--- config.mk ---
export PLATFORM = sky130hd
export DESIGN_NAME = i3cmd_top
export DESIGN_NICKNAME = d
export VERILOG_FILES = /design/src/rtl/i3cmd_pkg.sv /design/src/rtl/i3cmd_glitch_filter.sv /design/src/rtl/i3cmd_hdr_capture.sv /design/src/rtl/i3cmd_mode_ctrl.sv /design/src/rtl/i3cmd_top.sv
export SDC_FILE = /design/constraint.sdc
export NUM_CORES = 1
export LEC_CHECK = 0
export ABC_CLOCK_PERIOD_IN_PS = 3300
export BUFFER_PORTS_ARGS = -buffer_cell sky130_fd_sc_hd__buf_4
export CORE_AREA = 2 2 54 93
export CTS_CLUSTER_SIZE = 20
export DETAILED_ROUTE_END_ITERATION = 8
export DIE_AREA = 0 0 56 95
export SYNTH_ARGS = -nofsm -noshare
export SYNTH_HDL_FRONTEND = slang
export SYNTH_HIERARCHICAL = 1
export SYNTH_SLANG_ARGS = --single-unit
--- constraint.sdc ---
create_clock -name clk -period 3.3 [get_ports clk]
set_input_delay 0.165 -clock clk [delete_from_list [all_inputs] [get_ports clk]]
set_output_delay 0.165 -clock clk [all_outputs]
set_load 0.03 [all_outputs]
--- src/rtl/i3cmd_pkg.sv ---
package i3cmd_pkg;
  localparam int HDR_BITS = 8;
  localparam logic [6:0] BCAST_ADDR = 7'h7E;
  typedef enum logic [0:0] {HS_IDLE, HS_SHIFT} hdr_state_t;
endpackage

--- src/rtl/i3cmd_glitch_filter.sv ---
module i3cmd_glitch_filter #(
  parameter int SYNC_STAGES   = 2,
  parameter int STABLE_CYCLES = 5
) (
  input  logic clk,
  input  logic rst_n,
  input  logic din,
  input  logic bypass,
  output logic dout
);
  localparam int CW = $clog2(STABLE_CYCLES + 1);

  logic [SYNC_STAGES-1:0] sreg;
  logic                   s;
  logic [CW-1:0]          cnt;

  always_ff @(posedge clk or negedge rst_n) begin
    if (!rst_n) sreg <= '1;
    else        sreg <= {sreg[SYNC_STAGES-2:0], din};
  end
  assign s = sreg[SYNC_STAGES-1];

  always_ff @(posedge clk or negedge rst_n) begin
    if (!rst_n) begin
      dout <= 1'b1;
      cnt  <= '0;
    end else if (bypass) begin
      dout <= s;
      cnt  <= '0;
    end else if (s == dout) begin
      cnt <= '0;
    end else if (cnt == CW'(STABLE_CYCLES - 1)) begin
      dout <= s;
      cnt  <= '0;
    end else begin
      cnt <= cnt + 1'b1;
    end
  end

  // a freshly seen mismatch never reaches the output on the next cycle
  p_new_change_held_r2: assert property (@(posedge clk) disable iff (!rst_n)
    (!bypass && (s != dout) && (cnt == '0)) |=> (bypass || $stable(dout)));
endmodule

--- src/rtl/i3cmd_hdr_capture.sv ---
module i3cmd_hdr_capture
  import i3cmd_pkg::*;
(
  input  logic       clk,
  input  logic       rst_n,
  input  logic       scl,
  input  logic       sda,
  output logic       hdr_valid,
  output logic [6:0] hdr_addr,
  output logic       hdr_rw
);
  localparam int BW = $clog2(HDR_BITS);

  hdr_state_t           state;
  logic                 scl_q, sda_q;
  logic                 start_det, stop_det, scl_rise;
  logic [BW-1:0]        bit_cnt;
  logic [HDR_BITS-2:0]  shreg;

  always_ff @(posedge clk or negedge rst_n) begin
    if (!rst_n) begin
      scl_q <= 1'b1;
      sda_q <= 1'b1;
    end else begin
      scl_q <= scl;
      sda_q <= sda;
    end
  end

  assign start_det = scl && scl_q && sda_q && !sda;
  assign stop_det  = scl && scl_q && !sda_q && sda;
  assign scl_rise  = scl && !scl_q;

  always_ff @(posedge clk or negedge rst_n) begin
    if (!rst_n) begin
      state     <= HS_IDLE;
      bit_cnt   <= '0;
      shreg     <= '0;
      hdr_valid <= 1'b0;
      hdr_addr  <= '0;
      hdr_rw    <= 1'b0;
    end else begin
      hdr_valid <= 1'b0;
      if (start_det) begin
        state   <= HS_SHIFT;
        bit_cnt <= '0;
      end else if (stop_det) begin
        state <= HS_IDLE;
      end else if (state == HS_SHIFT && scl_rise) begin
        if (bit_cnt == BW'(HDR_BITS - 1)) begin
          hdr_addr  <= shreg;
          hdr_rw    <= sda;
          hdr_valid <= 1'b1;
          state     <= HS_IDLE;
        end else begin
          shreg   <= {shreg[HDR_BITS-3:0], sda};
          bit_cnt <= bit_cnt + 1'b1;
        end
      end
    end
  end

  // a header report lasts one cycle
  p_valid_single_r4: assert property (@(posedge clk) disable iff (!rst_n)
    hdr_valid |=> !hdr_valid);
  // every START restarts capture from bit zero
  p_start_restart_r5: assert property (@(posedge clk) disable iff (!rst_n)
    start_det |=> (state == HS_SHIFT && bit_cnt == '0));
endmodule

--- src/rtl/i3cmd_mode_ctrl.sv ---
module i3cmd_mode_ctrl
  import i3cmd_pkg::*;
(
  input  logic       clk,
  input  logic       rst_n,
  input  logic       hdr_valid,
  input  logic [6:0] hdr_addr,
  input  logic       static_cfg,
  output logic       i3c_mode,
  output logic       switch_pulse,
  output logic       filt_en,
  output logic       stretch_en,
  output logic       feat_en,
  output logic       static_ok
);
  logic bcast_seen;
  assign bcast_seen = hdr_valid && (hdr_addr == BCAST_ADDR) && !i3c_mode;

  always_ff @(posedge clk or negedge rst_n) begin
    if (!rst_n) begin
      i3c_mode     <= 1'b0;
      switch_pulse <= 1'b0;
    end else begin
      switch_pulse <= bcast_seen;
      if (bcast_seen) i3c_mode <= 1'b1;
    end
  end

  assign filt_en    = !i3c_mode;
  assign static_ok  = !i3c_mode && static_cfg;
  assign stretch_en = static_ok;
  assign feat_en    = static_ok;

  // once in I3C mode, stay there
  p_mode_sticky_r8: assert property (@(posedge clk) disable iff (!rst_n)
    i3c_mode |=> i3c_mode);
  // pulse only on the switching edge
  p_pulse_on_edge_r8: assert property (@(posedge clk) disable iff (!rst_n)
    switch_pulse |-> (i3c_mode && !$past(i3c_mode)));
  // broadcast header in legacy mode switches modes
  p_bcast_switch_r6: assert property (@(posedge clk) disable iff (!rst_n)
    (hdr_valid && hdr_addr == BCAST_ADDR) |=> i3c_mode);
  // no legacy permissions in I3C mode
  p_no_legacy_perm_r10: assert property (@(posedge clk) disable iff (!rst_n)
    i3c_mode |-> (!stretch_en && !feat_en && !static_ok));
endmodule

--- src/rtl/i3cmd_top.sv ---
module i3cmd_top #(
  parameter int SYNC_STAGES   = 2,
  parameter int STABLE_CYCLES = 5
) (
  input  logic       clk,
  input  logic       rst_n,
  input  logic       scl_i,
  input  logic       sda_i,
  input  logic       static_cfg_i,
  output logic       filt_en_o,
  output logic       stretch_en_o,
  output logic       i2c_feat_en_o,
  output logic       static_ok_o,
  output logic       i3c_mode_o,
  output logic       switch_pulse_o,
  output logic       hdr_valid_o,
  output logic [6:0] hdr_addr_o,
  output logic       hdr_rw_o
);
  localparam int NLINES = 2;

  logic [NLINES-1:0] raw_lines, clean_lines;
  logic              filt_en;

  assign raw_lines = {scl_i, sda_i};

  for (genvar g = 0; g < NLINES; g++) begin : g_line
    i3cmd_glitch_filter #(
      .SYNC_STAGES  (SYNC_STAGES),
      .STABLE_CYCLES(STABLE_CYCLES)
    ) i_filt (
      .clk   (clk),
      .rst_n (rst_n),
      .din   (raw_lines[g]),
      .bypass(!filt_en),
      .dout  (clean_lines[g])
    );
  end

  i3cmd_hdr_capture i_hdr (
    .clk      (clk),
    .rst_n    (rst_n),
    .scl      (clean_lines[1]),
    .sda      (clean_lines[0]),
    .hdr_valid(hdr_valid_o),
    .hdr_addr (hdr_addr_o),
    .hdr_rw   (hdr_rw_o)
  );

  i3cmd_mode_ctrl i_mode (
    .clk         (clk),
    .rst_n       (rst_n),
    .hdr_valid   (hdr_valid_o),
    .hdr_addr    (hdr_addr_o),
    .static_cfg  (static_cfg_i),
    .i3c_mode    (i3c_mode_o),
    .switch_pulse(switch_pulse_o),
    .filt_en     (filt_en),
    .stretch_en  (stretch_en_o),
    .feat_en     (i2c_feat_en_o),
    .static_ok   (static_ok_o)
  );

  assign filt_en_o = filt_en;

  // filter is never on while in I3C mode
  p_filter_off_i3c_r3: assert property (@(posedge clk) disable iff (!rst_n)
    i3c_mode_o |-> !filt_en_o);
endmodule

==> run_summary.xml <==
<?xml version="1.0" encoding="UTF-8"?>
<metrics>
  <group name="global_routing">
    <metric name="grt_most_used_layer" unit="">met2</metric>
    <metric name="grt.total_usage" unit="%">11.19</metric>
    <metric name="groute.layer.met3.usage" unit="%">3.151</metric>
    <metric name="first_global_vias" unit="">998</metric>
    <metric name="grt.met1_usage" unit="%">10.60</metric>
    <metric name="grt_first_pass_wirelength" unit="um">4443</metric>
    <metric name="congestion_overflow_gr" unit="">0</metric>
    <metric name="antenna_found_initial" unit="">0</metric>
    <metric name="grt_met2_usage" unit="%">20.00</metric>
    <metric name="grt_start_max_net_pins" unit="">37</metric>
  </group>
  <group name="timing">
    <metric name="finalClockSkew" unit="ps">5.841</metric>
    <metric name="final_hold_viol_count" unit="">0</metric>
    <metric name="finalSetupTns" unit="ps">0</metric>
    <metric name="final_period_minus_worst_setup_slack" unit="ps">1697</metric>
    <metric name="headroom_to_the_max_slew_limit" unit="%">70.41</metric>
    <metric name="grt_setup_unrepaired" unit="">no</metric>
    <metric name="timing.final.crit_share" unit="%">51.44</metric>
    <metric name="tightestPinTransition" unit="ps">443.8</metric>
    <metric name="fmaxAchievable" unit="GHz">0.5891</metric>
    <metric name="slew_viol_final" unit="">0</metric>
    <metric name="report.final.setup_viol" unit="">0</metric>
  </group>
  <group name="clock_network">
    <metric name="cts.root.buffer_cell" unit="">sky130_fd_sc_hd__clkbuf_8</metric>
    <metric name="postCtsSetupRepairBufs" unit="">0</metric>
    <metric name="cts_sinks" unit="">36</metric>
    <metric name="numCtsBuffers" unit="">5</metric>
    <metric name="clock_h_tree_levels" unit="">2</metric>
    <metric name="cts_repair_resize_count" unit="">0</metric>
    <metric name="cts_buffer_depth" unit="">2</metric>
    <metric name="worst_skew_pair.late_latency" unit="ps">290</metric>
    <metric name="clkTransAtPathRegs" unit="ps">80</metric>
    <metric name="tritoncts_clock_tree" unit="">done</metric>
  </group>
  <group name="floorplan">
    <metric name="dieHeight" unit="um">95</metric>
    <metric name="die_w" unit="um">56</metric>
    <metric name="floorplan.initialDensity" unit="%">33.12</metric>
    <metric name="core_area" unit="mm^2">0.004624</metric>
    <metric name="design.die.area" unit="mm^2">0.005320</metric>
    <metric name="ioPinCount" unit="">20</metric>
    <metric name="placementRows" unit="">33</metric>
  </group>
  <group name="job">
    <metric name="drv_cap" unit="">0</metric>
  </group>
  <group name="layout">
    <metric name="layout_commonest_cell" unit="">sky130_fd_sc_hd__dfrtp_1</metric>
    <metric name="finalNetCount" unit="">142</metric>
    <metric name="final_cell_count_no_fill" unit="">183</metric>
    <metric name="sequential_cell_area" unit="um^2">910.9</metric>
    <metric name="layout.filler_cells" unit="">438</metric>
    <metric name="mostFrequentLayoutCells" unit="">28 x sky130_fd_sc_hd__dfrtp_1, 19 x sky130_fd_sc_hd__buf_4, 17 x sky130_fd_sc_hd__mux2_2, 8 x sky130_fd_sc_hd__inv_1, 8 x sky130_fd_sc_hd__dfstp_2</metric>
    <metric name="area.growth.synth_to_final" unit="%">22.06</metric>
    <metric name="diodes" unit="">0</metric>
    <metric name="fraction_of_layout_instances_using_a_drive_strength_above_1" unit="%">48.09</metric>
    <metric name="multiInputGateArea" unit="um^2">575.6</metric>
  </group>
  <group name="pwr">
    <metric name="ratio_of_total_power_to_cell_area" unit="mW/mm^2">704.5</metric>
    <metric name="p_leak" unit="nW">0.9233</metric>
    <metric name="power.ir.vdd_worst" unit="mV">0.4972</metric>
  </group>
  <group name="yosys">
    <metric name="synthArstFlopShare" unit="%">100.0</metric>
    <metric name="synthesis.yosys.warnings" unit="">6</metric>
    <metric name="number_of_enable_flip_flop_cells_after_synthesis" unit="">0</metric>
    <metric name="synth_area_per_inst" unit="um^2">14.87</metric>
    <metric name="netlist.area_leader.share" unit="%">45.75</metric>
    <metric name="synth-seq-area-share" unit="%">59.48</metric>
    <metric name="synth_nets" unit="">115</metric>
    <metric name="postSynth.topFlopCell" unit="">sky130_fd_sc_hd__dfrtp_1</metric>
    <metric name="synth.largest_area_cell" unit="">sky130_fd_sc_hd__dfrtp_1</metric>
    <metric name="synth.top_cells.by_area" unit="">sky130_fd_sc_hd__dfrtp_1 46%, sky130_fd_sc_hd__dfstp_2 14%, sky130_fd_sc_hd__mux2_2 12%</metric>
    <metric name="syn-instance-count" unit="">103</metric>
    <metric name="post_synth_instance_area" unit="mm^2">0.001531</metric>
    <metric name="ys_types" unit="">27</metric>
    <metric name="synthesis_stage_register_bit_count" unit="">36</metric>
  </group>
  <group name="route">
    <metric name="drt-vias-per-instance" unit="">4.923</metric>
    <metric name="firstDrtPassIters" unit="">3</metric>
    <metric name="route.final.wire_length" unit="um">2565</metric>
    <metric name="post-route-drc-count" unit="">0</metric>
    <metric name="vias" unit="">901</metric>
    <metric name="dr.first_iter.drc_count" unit="">16</metric>
    <metric name="wl_per_cell" unit="um">14.02</metric>
    <metric name="detail-route-antenna-nets" unit="">0</metric>
  </group>
  <group name="critical_path">
    <metric name="cp.required" unit="ps">3480</metric>
    <metric name="worst_setup_path_start_kind" unit="">flop</metric>
    <metric name="worst-path-max-fanout" unit="">7</metric>
    <metric name="path_class" unit="">flop to flop</metric>
    <metric name="endpoint_kind" unit="">flop</metric>
    <metric name="worst-endpoint-arrival" unit="ps">1880</metric>
  </group>
  <group name="worst_hold_path">
    <metric name="min-delay-path-class" unit="">input pin to async pin</metric>
  </group>
  <group name="placement">
    <metric name="numPlacedInstances" unit="">172</metric>
    <metric name="hpwl_after_dpl" unit="um">1907</metric>
    <metric name="buffer_ports.inserted" unit="">19</metric>
    <metric name="finalWeightedCongestion" unit="">0.7380</metric>
  </group>
  <group name="status">
    <metric name="outcome" unit="">completed</metric>
  </group>
</metrics>
==> cell type report <==
type	instances	area share [%]
repair buffers	22	9.237
inverters	8	1.606
well taps	52	3.481
flip-flops and latches	36	48.73
clock buffers	5	3.681
multi-input cells	57	30.79
clock inverters	3	2.477
==> per-layer routing <==
metal	vias up	routed length, um	share of wire [%]
met3	7	81	3.2
met2	14	1493	58
met1	461	897	35
met5	-	0	0
met4	0	93	3.6
li1	419	-	-
==> cells by family after synthesis <==
group	count (synthesis)	share of synthesized area, %
flip-flops	36	59.48
adder cells (fa/ha/maj)	7	5.719
buffers and inverters	10	2.941
AO/OA/AOI/OAI	15	8.251
multiplexers	17	12.50
XOR/XNOR	2	1.144
AND/OR/NAND/NOR	16	9.968
==> metrics by stage <==
| step | area (um^2) | util (%) | hold WS (ps) | setup WS, ps | power [W] |
|---|---|---|---|---|---|
| after floorplan | 1531 | - | -130.6 | 1722 | 0.0008587 |
| after global routing | 1869 | 40.42 | 360.3 | 1527 | 0.001408 |
| final | 1869 | 40.42 | 356.5 | 1603 | 0.001317 |
| after global placement | 1724 | 37.28 | 133.1 | 1632 | 0.0009136 |
| after detailed placement | 1724 | 37.28 | 145.7 | 1602 | 0.0009397 |
| after CTS | 1869 | 40.42 | 358.6 | 1592 | 0.001341 |
==> worst max-delay path, cell delays in order, from the launching register on <==
cell and delay [ps]:
sky130_fd_sc_hd__dfrtp_1 390, sky130_fd_sc_hd__ha_1 220, sky130_fd_sc_hd__ha_1 230, sky130_fd_sc_hd__nor3_4 360
sky130_fd_sc_hd__mux2_2 380
==> timing repair <==
item	CTS	global route
endpoints found under the setup margin	0	0
hold buffers	3	0
endpoints found under the hold margin	30	0
==> synthesized netlist by cell type, drive strengths merged, types with 3 or more instances <==
| cell type | instances |
|---|---|
| ha | 7 |
| inv | 8 |
| o21ai | 4 |
| dfstp | 8 |
| mux2 | 17 |
| a21oi | 3 |
| a22o | 3 |
| nand2 | 3 |
| dfrtp | 28 |
==> registers in the layout (all words and copies together) (netlist names) <==
signal,cells
i_hdr/bit_cnt,3
i_hdr/scl_q,1
i_hdr/state,1
i_hdr/hdr_rw,1
i_mode/switch_pulse,1
g_line.i_filt/cnt,6
i_mode/i3c_mode,1
i_hdr/hdr_addr,7
g_line.i_filt/sreg,4
i_hdr/shreg,7
i_hdr/sda_q,1
g_line.i_filt/dout,2
i_hdr/hdr_valid,1
==> where the power goes <==
group | internal [W] | leakage, nW | switching, W | total [W]
Sequential | 0.000549 | 0.462 | 0.0000942 | 0.000644
Combinational | 0.000159 | 0.406 | 0.000124 | 0.000283
Clock | 0.000227 | 0.0548 | 0.000163 | 0.000391
==> final timing paths <==
path / startpoint / end / slack [ps] / cells past startpoint
setup / recovery: i_hdr/bit_cnt[0]$_DFFE_PN0P_ / i_hdr/shreg[5]$_DFFE_PN0P_ / 1600 / 4
hold / removal: rst_n / i_hdr/hdr_valid$_DFF_PN0_ / 360 / 2
setup reg to reg: i_hdr/bit_cnt[0]$_DFFE_PN0P_ / i_hdr/shreg[5]$_DFFE_PN0P_ / 1600 / 4
hold reg to reg: g_line[0].i_filt/sreg[0]$_DFF_PN1_ / g_line[0].i_filt/sreg[1]$_DFF_PN1_ / 360 / 0
max in group asynchronous: rst_n / g_line[0].i_filt/sreg[1]$_DFF_PN1_ / 2590 / 2
min in group clk: g_line[0].i_filt/sreg[0]$_DFF_PN1_ / g_line[0].i_filt/sreg[1]$_DFF_PN1_ / 360 / 0
(Power assumes the default switching activity.)
